## src/rtl/lvl_irq_pkg.sv

```systemverilog
package lvl_irq_pkg;
  localparam int unsigned DATA_W     = 32;
  localparam int unsigned ROUTE_W    = 4;
  localparam int unsigned OFF_MASK   = 8'h00;
  localparam int unsigned OFF_STATUS = 8'h04;
  localparam int unsigned OFF_ROUTE0 = 8'h08;

  typedef enum logic [1:0] {
    SEL_NONE  = 2'd0,
    SEL_MASK  = 2'd1,
    SEL_STAT  = 2'd2,
    SEL_ROUTE = 2'd3
  } reg_sel_e;
endpackage

```

## src/rtl/lvl_irq_sync.sv

```systemverilog
module lvl_irq_sync #(
  parameter int unsigned WIDTH = 32
) (
  input  logic             clk,
  input  logic             rst_n,
  input  logic [WIDTH-1:0] d_in,
  output logic [WIDTH-1:0] d_out
);
  logic [WIDTH-1:0] stage1_q;
  logic [WIDTH-1:0] stage2_q;

  always_ff @(posedge clk or negedge rst_n) begin
    if (!rst_n) begin
      stage1_q <= '0;
      stage2_q <= '0;
    end else begin
      stage1_q <= d_in;
      stage2_q <= stage1_q;
    end
  end

  assign d_out = stage2_q;
endmodule

```

## src/rtl/lvl_irq_regs.sv

```systemverilog
module lvl_irq_regs
  import lvl_irq_pkg::*;
#(
  parameter int unsigned N_SRC  = 32,
  parameter int unsigned ADDR_W = 8,
  localparam int unsigned N_RREG = (N_SRC * ROUTE_W + DATA_W - 1) / DATA_W
) (
  input  logic                      clk,
  input  logic                      rst_n,
  input  logic [ADDR_W-1:0]         reg_addr,
  input  logic                      reg_wen,
  input  logic [DATA_W-1:0]         reg_wdata,
  input  logic                      reg_ren,
  input  logic [N_SRC-1:0]          status,
  output logic [DATA_W-1:0]         reg_rdata,
  output logic [N_SRC-1:0]          mask,
  output logic [N_SRC*ROUTE_W-1:0]  routes
);
  localparam int unsigned RIDX_W = (N_RREG > 1) ? $clog2(N_RREG) : 1;

  logic [DATA_W-1:0] mask_q, mask_d;
  logic [DATA_W-1:0] route_q [N_RREG];
  logic [DATA_W-1:0] route_d [N_RREG];
  logic [DATA_W-1:0] rdata_q, rdata_d;
  reg_sel_e          sel;
  logic [RIDX_W-1:0] ridx;
  logic [DATA_W-1:0] stat_ext;

  // Address decode
  always_comb begin
    sel  = SEL_NONE;
    ridx = '0;
    if (reg_addr == ADDR_W'(OFF_MASK)) begin
      sel = SEL_MASK;
    end else if (reg_addr == ADDR_W'(OFF_STATUS)) begin
      sel = SEL_STAT;
    end else begin
      for (int i = 0; i < N_RREG; i++) begin
        if (reg_addr == ADDR_W'(OFF_ROUTE0 + 4 * i)) begin
          sel  = SEL_ROUTE;
          ridx = RIDX_W'(i);
        end
      end
    end
  end

  always_comb begin
    stat_ext = '0;
    stat_ext[N_SRC-1:0] = status;
  end

  // Next state
  always_comb begin
    mask_d = mask_q;
    for (int i = 0; i < N_RREG; i++) route_d[i] = route_q[i];
    if (reg_wen) begin
      if (sel == SEL_MASK) mask_d = reg_wdata;
      if (sel == SEL_ROUTE) route_d[ridx] = reg_wdata;
    end
  end

  always_comb begin
    rdata_d = rdata_q;
    if (reg_ren) begin
      unique case (sel)
        SEL_MASK:  rdata_d = mask_q;
        SEL_STAT:  rdata_d = stat_ext;
        SEL_ROUTE: rdata_d = route_q[ridx];
        default:   rdata_d = '0;
      endcase
    end
  end

  // Registers
  always_ff @(posedge clk or negedge rst_n) begin
    if (!rst_n) begin
      mask_q  <= '0;
      rdata_q <= '0;
    end else begin
      mask_q  <= mask_d;
      rdata_q <= rdata_d;
    end
  end

  for (genvar g = 0; g < N_RREG; g++) begin : g_rreg
    always_ff @(posedge clk or negedge rst_n) begin
      if (!rst_n) route_q[g] <= '0;
      else        route_q[g] <= route_d[g];
    end
  end

  // Flatten route fields
  for (genvar s = 0; s < N_SRC; s++) begin : g_flat
    localparam int unsigned REG_I = (s * ROUTE_W) / DATA_W;
    localparam int unsigned BIT_I = (s * ROUTE_W) % DATA_W;
    assign routes[s*ROUTE_W +: ROUTE_W] = route_q[REG_I][BIT_I +: ROUTE_W];
  end

  assign mask      = mask_q[N_SRC-1:0];
  assign reg_rdata = rdata_q;
endmodule

```

## src/rtl/lvl_irq_combine.sv

```systemverilog
module lvl_irq_combine
  import lvl_irq_pkg::*;
#(
  parameter int unsigned N_SRC  = 32,
  parameter int unsigned N_LINE = 15
) (
  input  logic                      clk,
  input  logic                      rst_n,
  input  logic [N_SRC-1:0]          level,
  input  logic [N_SRC-1:0]          mask,
  input  logic [N_SRC*ROUTE_W-1:0]  routes,
  output logic [N_LINE-1:0]         line_q
);
  logic [N_LINE-1:0] line_d;
  logic [N_SRC-1:0]  live;

  assign live = level & mask;

  for (genvar l = 0; l < N_LINE; l++) begin : g_line
    logic [N_SRC-1:0] hit;
    for (genvar s = 0; s < N_SRC; s++) begin : g_src
      assign hit[s] = live[s] &&
                      (routes[s*ROUTE_W +: ROUTE_W] == ROUTE_W'(l + 1));
    end
    assign line_d[l] = |hit;
  end

  always_ff @(posedge clk or negedge rst_n) begin
    if (!rst_n) line_q <= '0;
    else        line_q <= line_d;
  end
endmodule

```

## src/rtl/lvl_irq_router.sv

```systemverilog
module lvl_irq_router
  import lvl_irq_pkg::*;
#(
  parameter int unsigned N_SRC  = 32,
  parameter int unsigned N_LINE = 15,
  parameter int unsigned ADDR_W = 8
) (
  input  logic              clk,
  input  logic              rst_n,
  input  logic [N_SRC-1:0]  src_lvl,
  input  logic [ADDR_W-1:0] reg_addr,
  input  logic              reg_wen,
  input  logic [31:0]       reg_wdata,
  input  logic              reg_ren,
  output logic [31:0]       reg_rdata,
  output logic [N_LINE-1:0] irq_line
);
  logic [N_SRC-1:0]         sync_lvl;
  logic [N_SRC-1:0]         mask;
  logic [N_SRC*ROUTE_W-1:0] routes;

  lvl_irq_sync #(.WIDTH(N_SRC)) u_sync (
    .clk(clk), .rst_n(rst_n), .d_in(src_lvl), .d_out(sync_lvl)
  );

  lvl_irq_regs #(.N_SRC(N_SRC), .ADDR_W(ADDR_W)) u_regs (
    .clk(clk), .rst_n(rst_n), .reg_addr(reg_addr), .reg_wen(reg_wen),
    .reg_wdata(reg_wdata), .reg_ren(reg_ren), .status(sync_lvl),
    .reg_rdata(reg_rdata), .mask(mask), .routes(routes)
  );

  lvl_irq_combine #(.N_SRC(N_SRC), .N_LINE(N_LINE)) u_comb (
    .clk(clk), .rst_n(rst_n), .level(sync_lvl), .mask(mask),
    .routes(routes), .line_q(irq_line)
  );
endmodule

```

## config.mk

```make
export PLATFORM = sky130hd
export DESIGN_NAME = lvl_irq_router
export DESIGN_NICKNAME = d
export VERILOG_FILES = /design/src/rtl/lvl_irq_pkg.sv /design/src/rtl/lvl_irq_sync.sv /design/src/rtl/lvl_irq_regs.sv /design/src/rtl/lvl_irq_combine.sv /design/src/rtl/lvl_irq_router.sv
export SDC_FILE = /design/constraint.sdc
export NUM_CORES = 1
export LEC_CHECK = 0
export BUFFER_PORTS_ARGS = -buffer_cell sky130_fd_sc_hd__buf_2
export CAP_MARGIN = 20
export CORE_MARGIN = 2
export CORE_UTILIZATION = 61
export CTS_CLUSTER_DIAMETER = 120
export DETAILED_ROUTE_END_ITERATION = 10
export PLACE_DENSITY = 0.77
export SLEW_MARGIN = 20
export SYNTH_ARGS = -nofsm -noshare
export SYNTH_HDL_FRONTEND = slang
export SYNTH_SLANG_ARGS = --single-unit
```

## constraint.sdc

```tcl
create_clock -name clk -period 2.5 [get_ports clk]
set_clock_uncertainty 0.2 [all_clocks]
set_input_delay 0.25 -clock clk [delete_from_list [all_inputs] [get_ports clk]]
set_output_delay 0.25 -clock clk [all_outputs]
set_load 0.01 [all_outputs]
```

==> metrics.log, run 1 <==
[metrics] Row Count: 57
[metrics] die outline width: 161 µm
[metrics] Ports: 123
[metrics] syn_nets: 1487
[metrics] grt ovf: 26
[metrics] cell type with the highest aggregate area in the netlist: sky130_fd_sc_hd__dfrtp_1
[metrics] number of different library cells in the post-synthesis netlist: 52
[metrics] global-route total usage across every layer: 73.2%
[metrics] root cell of the clock tree: sky130_fd_sc_hd__clkbuf_16
[metrics] result of the run: aborted with a tool error
[metrics] number of global-route vias before repair: 19900
[metrics] Port Buf Inserts: 122
[metrics] combined area of all synthesized cells: 0.0150 mm²
[metrics] CTS Sinks: 271
[metrics] number of standard cells after synthesis: 1411
[metrics] H-tree levels: 1
[metrics] count of flip-flops with a built-in enable after synthesis: 0
[metrics] starting density of the core: 61.8%
[metrics] Die Height: 161 µm
[metrics] Clock Path Buffers: 3
[metrics] global-route wire length before repair: 138 mm
[metrics] gpl congestion: 1.32
[metrics] fraction of registers with async set/reset: 100%
[metrics] Err: [ERROR GRT-0116] Global routing finished with congestion. Check the congestion regions in the DRC Viewer.
[metrics] total of flip-flops plus latches after synthesis: 271
[metrics] most area-consuming cells after synthesis: sky130_fd_sc_hd__dfrtp_1 45%, sky130_fd_sc_hd__mux2_2 11%, sky130_fd_sc_hd__nor4_1 5.6%
[metrics] maximum number of pins on one net before global-route repair: 76
[metrics] Most used DFF post-synth: sky130_fd_sc_hd__dfrtp_1
[metrics] post-synthesis sequential area ratio: 45.3%
[metrics] HPWL after DPL: 61.2 mm
[metrics] Syn Area/Cell: 10.6 µm²
[metrics] post-CTS sizing: 0
[metrics] area share of the largest cell type after synthesis: 45.3%
[metrics] Yosys warning count: 0
[metrics] Last stage: 5_1_grt
[metrics] total clock buffers created by CTS: 29
synth_stat cells, drive strengths merged, types with 16 or more instances:
cell type / n
nand2b: 96
clkbuf: 37
mux2: 158
o221ai: 34
nand4b: 62
nand4: 46
nor2: 81
nand2: 69
o22ai: 116
a221oi: 32
or4: 16
nor4: 135
buf: 24
nor3: 90
dfrtp: 271
mux2i: 64
timing repair:
item                                   4_1_cts
endpoints found under the hold margin      386
pin swaps                                    1
buffers inserted                             1
hold buffers                                65
setup endpoints to repair                    1
per-layer routing:
metal | GRT usage [%] | GRT overflow
met1 | 76.8 | 1
met2 | 89.7 | 8
met3 | 56.9 | 0
met4 | 66.8 | 17
met5 | 22.3 | 0
through the flow:
stage | std cells | setup TNS (ns) | worst slack, ns | util [%] | instance area [µm²]
2_1_floorplan | 1411 | 0 | 0.245 | - | 15000
3_5_place_dp | 2046 | -0.535 | -0.129 | 73.3 | 17800
3_3_place_gp | 2046 | -0.0544 | -0.0544 | 73.3 | 17800
4_1_cts | 2165 | 0 | 0.0459 | 80.3 | 19500
cells by family after synthesis:
logic type | synth area share, %
multiplexers | 16.1
buffers and inverters | 2.01
flip-flops | 45.3
AO/OA/AOI/OAI | 11.7
AND/OR/NAND/NOR | 24.8
XOR/XNOR | 0.0585
==> run 2: changes to the inputs <==
Settings changed: CORE_UTILIZATION 61 to 40, CTS_CLUSTER_DIAMETER 120 to default, PLACE_DENSITY 0.77 to default, PLACE_DENSITY_LB_ADDON from default to 0.15.
==> run 2 against run 1 <==
Net effect:
- the flow now finishes, with violations (negative setup slack)
- synthesized area unchanged
- synthesized cell count unchanged
==> metrics.log, run 2 <==
[metrics] series of cell instances along the critical path: nand2_1, buf_4, nor4_1, nor4_1, and3_1, buf_4, nand4_1
[metrics] Row Count: 70 (+23%)
[metrics] number of gates on the worst path with buffers counted: 7
[metrics] number of cells on the worst reg-to-reg path: 7
[metrics] number of flip-flops in the largest register: 128
[metrics] setup TNS after final layout: -0.163 ns
[metrics] grt ovf: 0
[metrics] Die Height: 198 µm (+23%)
[metrics] arrival time at the worst endpoint: 2.90 ns
[metrics] most area-consuming cells after synthesis: sky130_fd_sc_hd__dfrtp_1 45%, sky130_fd_sc_hd__mux2_2 11%, sky130_fd_sc_hd__nor4_1 5.6%
[metrics] CP startpoint kind: flip-flop
[metrics] final core utilization: 57.0%
[metrics] post-route cell area: 0.0210 mm²
[metrics] number of standard cells after synthesis: 1411 (unchanged)
[metrics] cell type with the highest aggregate area in the netlist: sky130_fd_sc_hd__dfrtp_1
[metrics] layout overhead on the synthesized area: 40.0%
[metrics] number of buffers and inverters on the critical path: 2
[metrics] max incr delay on CP: 0.57 ns
[metrics] H-tree levels: 1 (unchanged)
[metrics] standby leakage power: 9.30 nW
[metrics] Hold WS: 0.0305 ns
[metrics] count of flip-flops with a built-in enable after synthesis: 0 (unchanged)
[metrics] Worst path slowest cell: sky130_fd_sc_hd__dfrtp_1
[metrics] starting density of the core: 40.7% (-21 points)
[metrics] Worst setup endpoint: u_comb.line_q[0]
[metrics] end of the worst register-to-register path: u_comb.line_q[0]
[metrics] Worst Max-Slew Pin Slew: 1.06 ns
[metrics] clock latency on the worst-skew pair: 0.60 ns
[metrics] count of antenna-violating nets left after detailed routing: 0
[metrics] number of global-route vias before repair: 16400
[metrics] syn_nets: 1487 (unchanged)
[metrics] first-iteration detailed-routing DRC count: 2287
[metrics] worst setup slack after layout: -0.0971 ns
[metrics] count of endpoints failing setup in the final report: 4
[metrics] Worst Setup End Kind: flip-flop
[metrics] global-route total usage across every layer: 47.0%
[metrics] DRC: 0
[metrics] RSZ-0062 raised after global routing: false
[metrics] Crit Path Max Fanout: 5
[metrics] area share of the largest cell type after synthesis: 45.3% (unchanged)
[metrics] cell area power density: 513 mW/mm²
[metrics] Max Slew Vio Count: 0
[metrics] total clock buffers created by CTS: 29 (unchanged)
[metrics] flop2flop setup slack: -0.1 ns
[metrics] Die Footprint: 0.0390 mm²
[metrics] number of different library cells in the post-synthesis netlist: 52 (unchanged)
[metrics] f_max: 385 MHz
[metrics] commonest non-fill, non-tap cell in the layout: sky130_fd_sc_hd__buf_4
[metrics] Ports: 123 (unchanged)
[metrics] die outline width: 198 µm (+23%)
[metrics] Yosys warning count: 0 (unchanged)
[metrics] final-stage net count: 2050
[metrics] routed wire length: 92.1 mm
[metrics] total of flip-flops plus latches after synthesis: 271 (unchanged)
[metrics] Core ar.: 0.0368 mm²
[metrics] average detailed-routed wire length per instance: 37.3 µm
[metrics] First-pass DRT Iterations: 8
[metrics] clock edge transition at the registers on the reported setup and hold paths: 0.06 ns
[metrics] average vias per placed instance: 6.84
[metrics] violated checks: negative setup slack
[metrics] result of the run: finished, violations left
[metrics] final-report hold violation count: 0
[metrics] ratio of cells with drive above 1 in the final layout: 39.6%
[metrics] HPWL after DPL: 73.8 mm (+21%)
[metrics] worst-case headroom to the max-slew limit: 28.6%
[metrics] Clock Path Buffers: 3 (unchanged)
[metrics] gpl congestion: 1.14 (-14%)
[metrics] worst endpoint required time: 2.80 ns
[metrics] CTS Sinks: 271 (unchanged)
[metrics] fraction of registers with async set/reset: 100% (unchanged)
[metrics] combined area of all synthesized cells: 0.0150 mm² (unchanged)
[metrics] Syn Area/Cell: 10.6 µm² (unchanged)
[metrics] maximum number of pins on one net before global-route repair: 67
[metrics] leading cell types in the layout, fill and taps excluded: 386 x sky130_fd_sc_hd__buf_4, 264 x sky130_fd_sc_hd__dfrtp_1, 152 x sky130_fd_sc_hd__mux2_2
[metrics] Max Cap Violations: 0
[metrics] TritonCTS clock tree: yes
[metrics] Worst Setup SP: u_sync.d_out[16]
[metrics] type of the setup path with the least slack: flip-flop to flip-flop
[metrics] cell with the most instances after synthesis: sky130_fd_sc_hd__dfrtp_1
[metrics] global-route wire length before repair: 127 mm
[metrics] DP Area: 0.0192 mm² (+7.9%)
[metrics] R2R Path Start: u_sync.d_out[16]
[metrics] root cell of the clock tree: sky130_fd_sc_hd__clkbuf_16
[metrics] vias after detailed routing: 16900
[metrics] largest delay contributor family on the critical path: simple AND/OR/NAND/NOR gates
[metrics] post-synthesis sequential area ratio: 45.3% (unchanged)
[metrics] worst hold path type: primary input to async pin
[metrics] list of most frequent post-synthesis cells: 271 x sky130_fd_sc_hd__dfrtp_1, 152 x sky130_fd_sc_hd__mux2_2, 134 x sky130_fd_sc_hd__nor4_1
[metrics] Min Clock Period, post-route: 2.60 ns
[metrics] initial antenna violation count: 4
[metrics] Most used DFF post-synth: sky130_fd_sc_hd__dfrtp_1
[metrics] Port Buf Inserts: 122 (unchanged)
[metrics] maximum vdd drop: 0.712 mV
[metrics] crit share post-route: 104%
run 2: cell counts after synthesis:
No cell type changed its count.
run 2: logic make-up (layout without fill, tap and decap cells):
kind of cell | Yosys count | after routing | share of synthesized area (%)
xor gates and xnor gates | 1 | 1 | 0.0585
DFF | 271 | 271 | 45.3
buffers and inverters | 65 | 651 | 2.01
other | 0 | 2 | 0
and+or+nand+nor | 636 | 636 | 24.8
muxes | 222 | 222 | 16.1
AOI/OAI and AO/OA | 216 | 216 | 11.7
run 2: timing repair:
| action | 4_1_cts | 5_1_grt |
|---|---|---|
| gates resized for setup | 3 | 14 |
| hold endpoints to repair | 463 | 0 |
| endpoints found under the setup margin | 5 | 11 |
| hold buffers | 65 | 0 |
| pin swaps | 1 | 4 |
| setup buffers | 1 | 5 |
run 2: layout make-up:
cell class                      instances  area (µm²)
Clock inverter                         13         181
Timing Repair Buffer                  593        4580
Tap cell                              468         586
Multi-Input combinational cell       1075        8000
Clock buffer                           41         811
Antenna cell                            2        5.00
Inverter                                4        15.0
Sequential cell                       271        6790
Fill cell                            3103       15800
run 2: how the worst min path moves through the flow:
| stage | start | endpoint | slack, ns | depth (start not counted) |
|---|---|---|---|---|
| 5_1_grt | rst_n | u_sync.d_out[16] | 0.07 | 2 |
| 6_report | rst_n | u_sync.d_out[16] | 0.03 | 2 |
| 2_1_floorplan | rst_n | u_comb.line_q[0] | -0.25 | 0 |
| 4_1_cts | rst_n | u_regs.routes[57] | 0.05 | 2 |
| 3_3_place_gp | rst_n | u_sync.d_out[16] | 0.04 | 1 |
| 3_5_place_dp | rst_n | u_sync.d_out[16] | 0.05 | 1 |
run 2: routing by layer:
layer / track usage [%] / part of all wire (%) / up-vias
met2: 70.9 / 43 / 1276
met3: 11.7 / 11 / 285
met1: 62.1 / 39 / 8527
li1: - / - / 6785
met4: 25.6 / 6.9 / 6
met5: 0 / 0.040 / -
run 2: per-stage QoR:
stage	total power, mW	setup slack, ns	cells
after CTS	10.7	0.00287	2460
after global placement	6.07	-0.0827	2340
after detailed placement	6.10	-0.0716	2340
after floorplan	5.24	0.245	1411
after global routing	11.0	0.00256	2465
final	10.8	-0.0971	2467
run 2: worst register-to-register path: cells and delay by family (launching register included):
kind / cells / cell delay [ns]
flip-flops: 1 / 0.57
buffers and inverters: 2 / 0.42
AND/OR/NAND/NOR: 5 / 1.30
run 2: power by group:
group	leakage [nW]	switching (mW)	internal (mW)
clock network	0.481	1.91	2.67
registers	3.59	0.330	4.57
logic	5.24	0.695	0.595
No activity file was read; power rests on OpenSTA's default activity.
==> run 3: changes to the inputs <==
Settings changed: CELL_PAD_IN_SITES_DETAIL_PLACEMENT from default to 0, CELL_PAD_IN_SITES_GLOBAL_PLACEMENT from default to 1.
==> run 3 against run 2 <==
Net effect:
- the run still ends with negative setup slack left
- wire length rose by 3.6%
- sequential power fell by 1%
- critical path type unchanged
- register-to-register slack better by 0.03 ns
- die area stayed put
- cell area up 1.6%
==> metrics.log, run 3 (same netlist as run 2, synthesis figures left out) <==
[metrics] result of the run: finished, violations left
[metrics] violated checks: negative setup slack
[metrics] starting density of the core: 40.7% (unchanged)
[metrics] initial antenna violation count: 3 (-1)
[metrics] Power Internal: 7.98 mW (+1.8%)
[metrics] H-tree levels: 1 (unchanged)
[metrics] Worst setup endpoint: u_comb.line_q[8]
[metrics] HPWL after DPL: 76.1 mm (+3.1%)
[metrics] global-route wire length before repair: 131 mm (+3.2%)
[metrics] clock edge transition at the registers on the reported setup and hold paths: 0.06 ns (about the same)
[metrics] number of flip-flops in the largest register: 128 (unchanged)
[metrics] standby leakage power: 9.54 nW (+2.5%)
[metrics] root cell of the clock tree: sky130_fd_sc_hd__clkbuf_16
[metrics] commonest non-fill, non-tap cell in the layout: sky130_fd_sc_hd__buf_4
[metrics] maximum vdd drop: 0.586 mV (-18%)
[metrics] routed wire length: 95.4 mm (+3.6%)
[metrics] Ports: 123 (unchanged)
[metrics] number of global-route vias before repair: 16900 (+3.0%)
[metrics] crit share post-route: 103% (-1.1 points)
[metrics] average vias per placed instance: 6.81 (-0.51%)
[metrics] Port Buf Inserts: 122 (unchanged)
[metrics] area occupied by multi-input gates: 0.00800 mm² (about the same)
[metrics] fill cell instance count of the final layout: 3144 (+1.3%)
[metrics] end of the worst register-to-register path: u_comb.line_q[8]
[metrics] total clock buffers created by CTS: 31 (+6.9%)
[metrics] Min Clock Period, post-route: 2.57 ns (-0.0286 ns)
[metrics] Core ar.: 0.0368 mm² (unchanged)
[metrics] die outline width: 198 µm (unchanged)
[metrics] Worst Setup End Kind: flip-flop
[metrics] Die Footprint: 0.0390 mm² (unchanged)
[metrics] worst-case headroom to the max-slew limit: 23.3% (-5.2 points)
[metrics] Max Cap Violations: 0 (unchanged)
[metrics] TritonCTS clock tree: yes
[metrics] Worst Setup SP: u_regs.mask[3]
[metrics] Crit Path Max Fanout: 6 (+1)
[metrics] worst endpoint required time: 2.72 ns (-0.08 ns)
[metrics] type of the setup path with the least slack: flip-flop to flip-flop
[metrics] Hold WS: 0.0559 ns (+0.0254 ns)
[metrics] ratio of cells with drive above 1 in the final layout: 41.3% (+1.7 points)
[metrics] Clock Path Buffers: 3 (unchanged)
[metrics] net switching power of the design: 3.08 mW (+5.1%)
[metrics] arrival time at the worst endpoint: 2.78 ns (-0.12 ns)
[metrics] worst setup slack after layout: -0.0685 ns (+0.0286 ns)
[metrics] part of the total power dissipated in combinational logic: 13.1% (+1.1 points)
[metrics] flop2flop setup slack: -0.07 ns (+0.03 ns)
[metrics] cell area power density: 519 mW/mm² (+1.0%)
[metrics] final-report hold violation count: 0 (unchanged)
[metrics] Worst Max-Slew Pin Slew: 1.14 ns (+0.0780 ns)
[metrics] global-route total usage across every layer: 48.8% (+1.7 points)
[metrics] clock latency on the worst-skew pair: 0.60 ns (about the same)
[metrics] average detailed-routed wire length per instance: 37.9 µm (+1.6%)
[metrics] Sw Ratio: 27.9% (+0.63 points)
[metrics] final-stage net count: 2097 (+2.3%)
[metrics] grt ovf: 0 (unchanged)
[metrics] final core utilization: 58.0% (+0.94 points)
[metrics] f_max: 389 MHz (+1.1%)
[metrics] CP startpoint kind: flip-flop
[metrics] number of cells on the worst reg-to-reg path: 6 (-1)
[metrics] Max Slew Vio Count: 0 (unchanged)
[metrics] DRC: 0 (unchanged)
[metrics] Row Count: 70 (unchanged)
[metrics] leading cell types in the layout, fill and taps excluded: 435 x sky130_fd_sc_hd__buf_4, 261 x sky130_fd_sc_hd__dfrtp_1, 152 x sky130_fd_sc_hd__mux2_2
[metrics] first-iteration detailed-routing DRC count: 2199 (-3.8%)
[metrics] maximum number of pins on one net before global-route repair: 66 (-1.5%)
[metrics] share of power burned in registers: 43.7% (-1.8 points)
[metrics] worst hold path type: primary input to flip-flop
[metrics] Die Height: 198 µm (unchanged)
[metrics] gpl congestion: 1.14 (+0.24%)
[metrics] R2R Path Start: u_regs.mask[3]
[metrics] power share of the clock group: 43.2% (+0.7 points)
[metrics] CTS Sinks: 271 (unchanged)
[metrics] post-placement setup slack: -0.0900 ns (-0.0184 ns)
[metrics] count of antenna-violating nets left after detailed routing: 0 (unchanged)
[metrics] sequential standard cell area: 0.00679 mm² (about the same)
[metrics] layout overhead on the synthesized area: 42.3%
[metrics] vias after detailed routing: 17100 (+1.4%)
[metrics] count of endpoints failing setup in the final report: 7 (+3)
[metrics] First-pass DRT Iterations: 6 (-2)
==> run 3: cell count changes in the layout (fill, tap and decap cells not counted), moves of 3 or more <==
cell and delta:
sky130_fd_sc_hd__buf_12 -5, sky130_fd_sc_hd__buf_4 +49, sky130_fd_sc_hd__clkbuf_1 -5, sky130_fd_sc_hd__clkinv_2 +4, sky130_fd_sc_hd__dfrtp_1 -3, sky130_fd_sc_hd__dfrtp_2 +3
==> run 3: final cells by class <==
type                    count  area share [%]
clock buffers              40            4.08
inverters                   4          0.0704
clock inverters            17           0.880
flip-flops and latches    271            31.9
repair buffers            638            22.8
multi-input cells        1075            37.5
diodes                      2          0.0235
well taps                 468            2.75
==> run 3: timing repair <==
action	in CTS	in global routing
hold buffers	67	0
endpoints found under the setup margin	2	8
gates resized for setup	4	18
hold endpoints to repair	418	0
buffers inserted	1	3
pin swaps	2	4
==> run 3: through the flow <==
stage | power (mW) | TNS (ns) | instance area, µm² | cells
final | 11.1 | -0.267 | 21300 | 2515
after global placement | 6.14 | -0.0684 | 19500 | 2385
after CTS | 11.0 | 0 | 21200 | 2510
after detailed placement | 6.18 | -0.108 | 19500 | 2385
after global routing | 11.3 | -0.00693 | 21300 | 2513
after floorplan | 5.24 | 0 | 15000 | 1411
==> run 3: power groups by stage <==
stage | sequential, mW | clock (mW) | combinational [mW]
after floorplan | 4.84 | 0 | 0.401
after global placement | 4.87 | 0 | 1.27
after detailed placement | 4.88 | 0 | 1.30
after CTS | 4.80 | 4.78 | 1.39
after global routing | 4.83 | 4.98 | 1.50
final | 4.83 | 4.78 | 1.45
==> run 3: worst min path at each step <==
stage / from / endpoint / slack [ns] / depth (start not counted)
floorplan: rst_n / u_comb.line_q[0] / -0.25 / 0
global placement: rst_n / u_sync.stage1_q[19] / -0.002 / 1
detailed placement: rst_n / u_sync.stage1_q[19] / 0.01 / 1
CTS: reg_ren / u_regs.reg_rdata[29] / 0.02 / 3
global route: reg_ren / u_regs.reg_rdata[20] / 0.06 / 3
finish: reg_ren / u_regs.reg_rdata[21] / 0.06 / 3
==> run 3: critical path, stage by stage, from the launching register on <==
cell                       delay, ns
sky130_fd_sc_hd__dfrtp_1        0.52
sky130_fd_sc_hd__nand4b_1       0.39
sky130_fd_sc_hd__o22ai_1        0.15
sky130_fd_sc_hd__or4_1          0.55
sky130_fd_sc_hd__nor3_1         0.25
sky130_fd_sc_hd__buf_4          0.14
sky130_fd_sc_hd__nand4_1        0.17
==> run 3: per-layer routing <==
metal  track usage [%]  part of all wire, %  up-vias
met3              14.0                   12      348
met2              72.3                   42     1377
li1                  -                    -     6880
met5                 0                0.012        -
met1              62.1                   38     8512
met4              31.7                  8.3        2
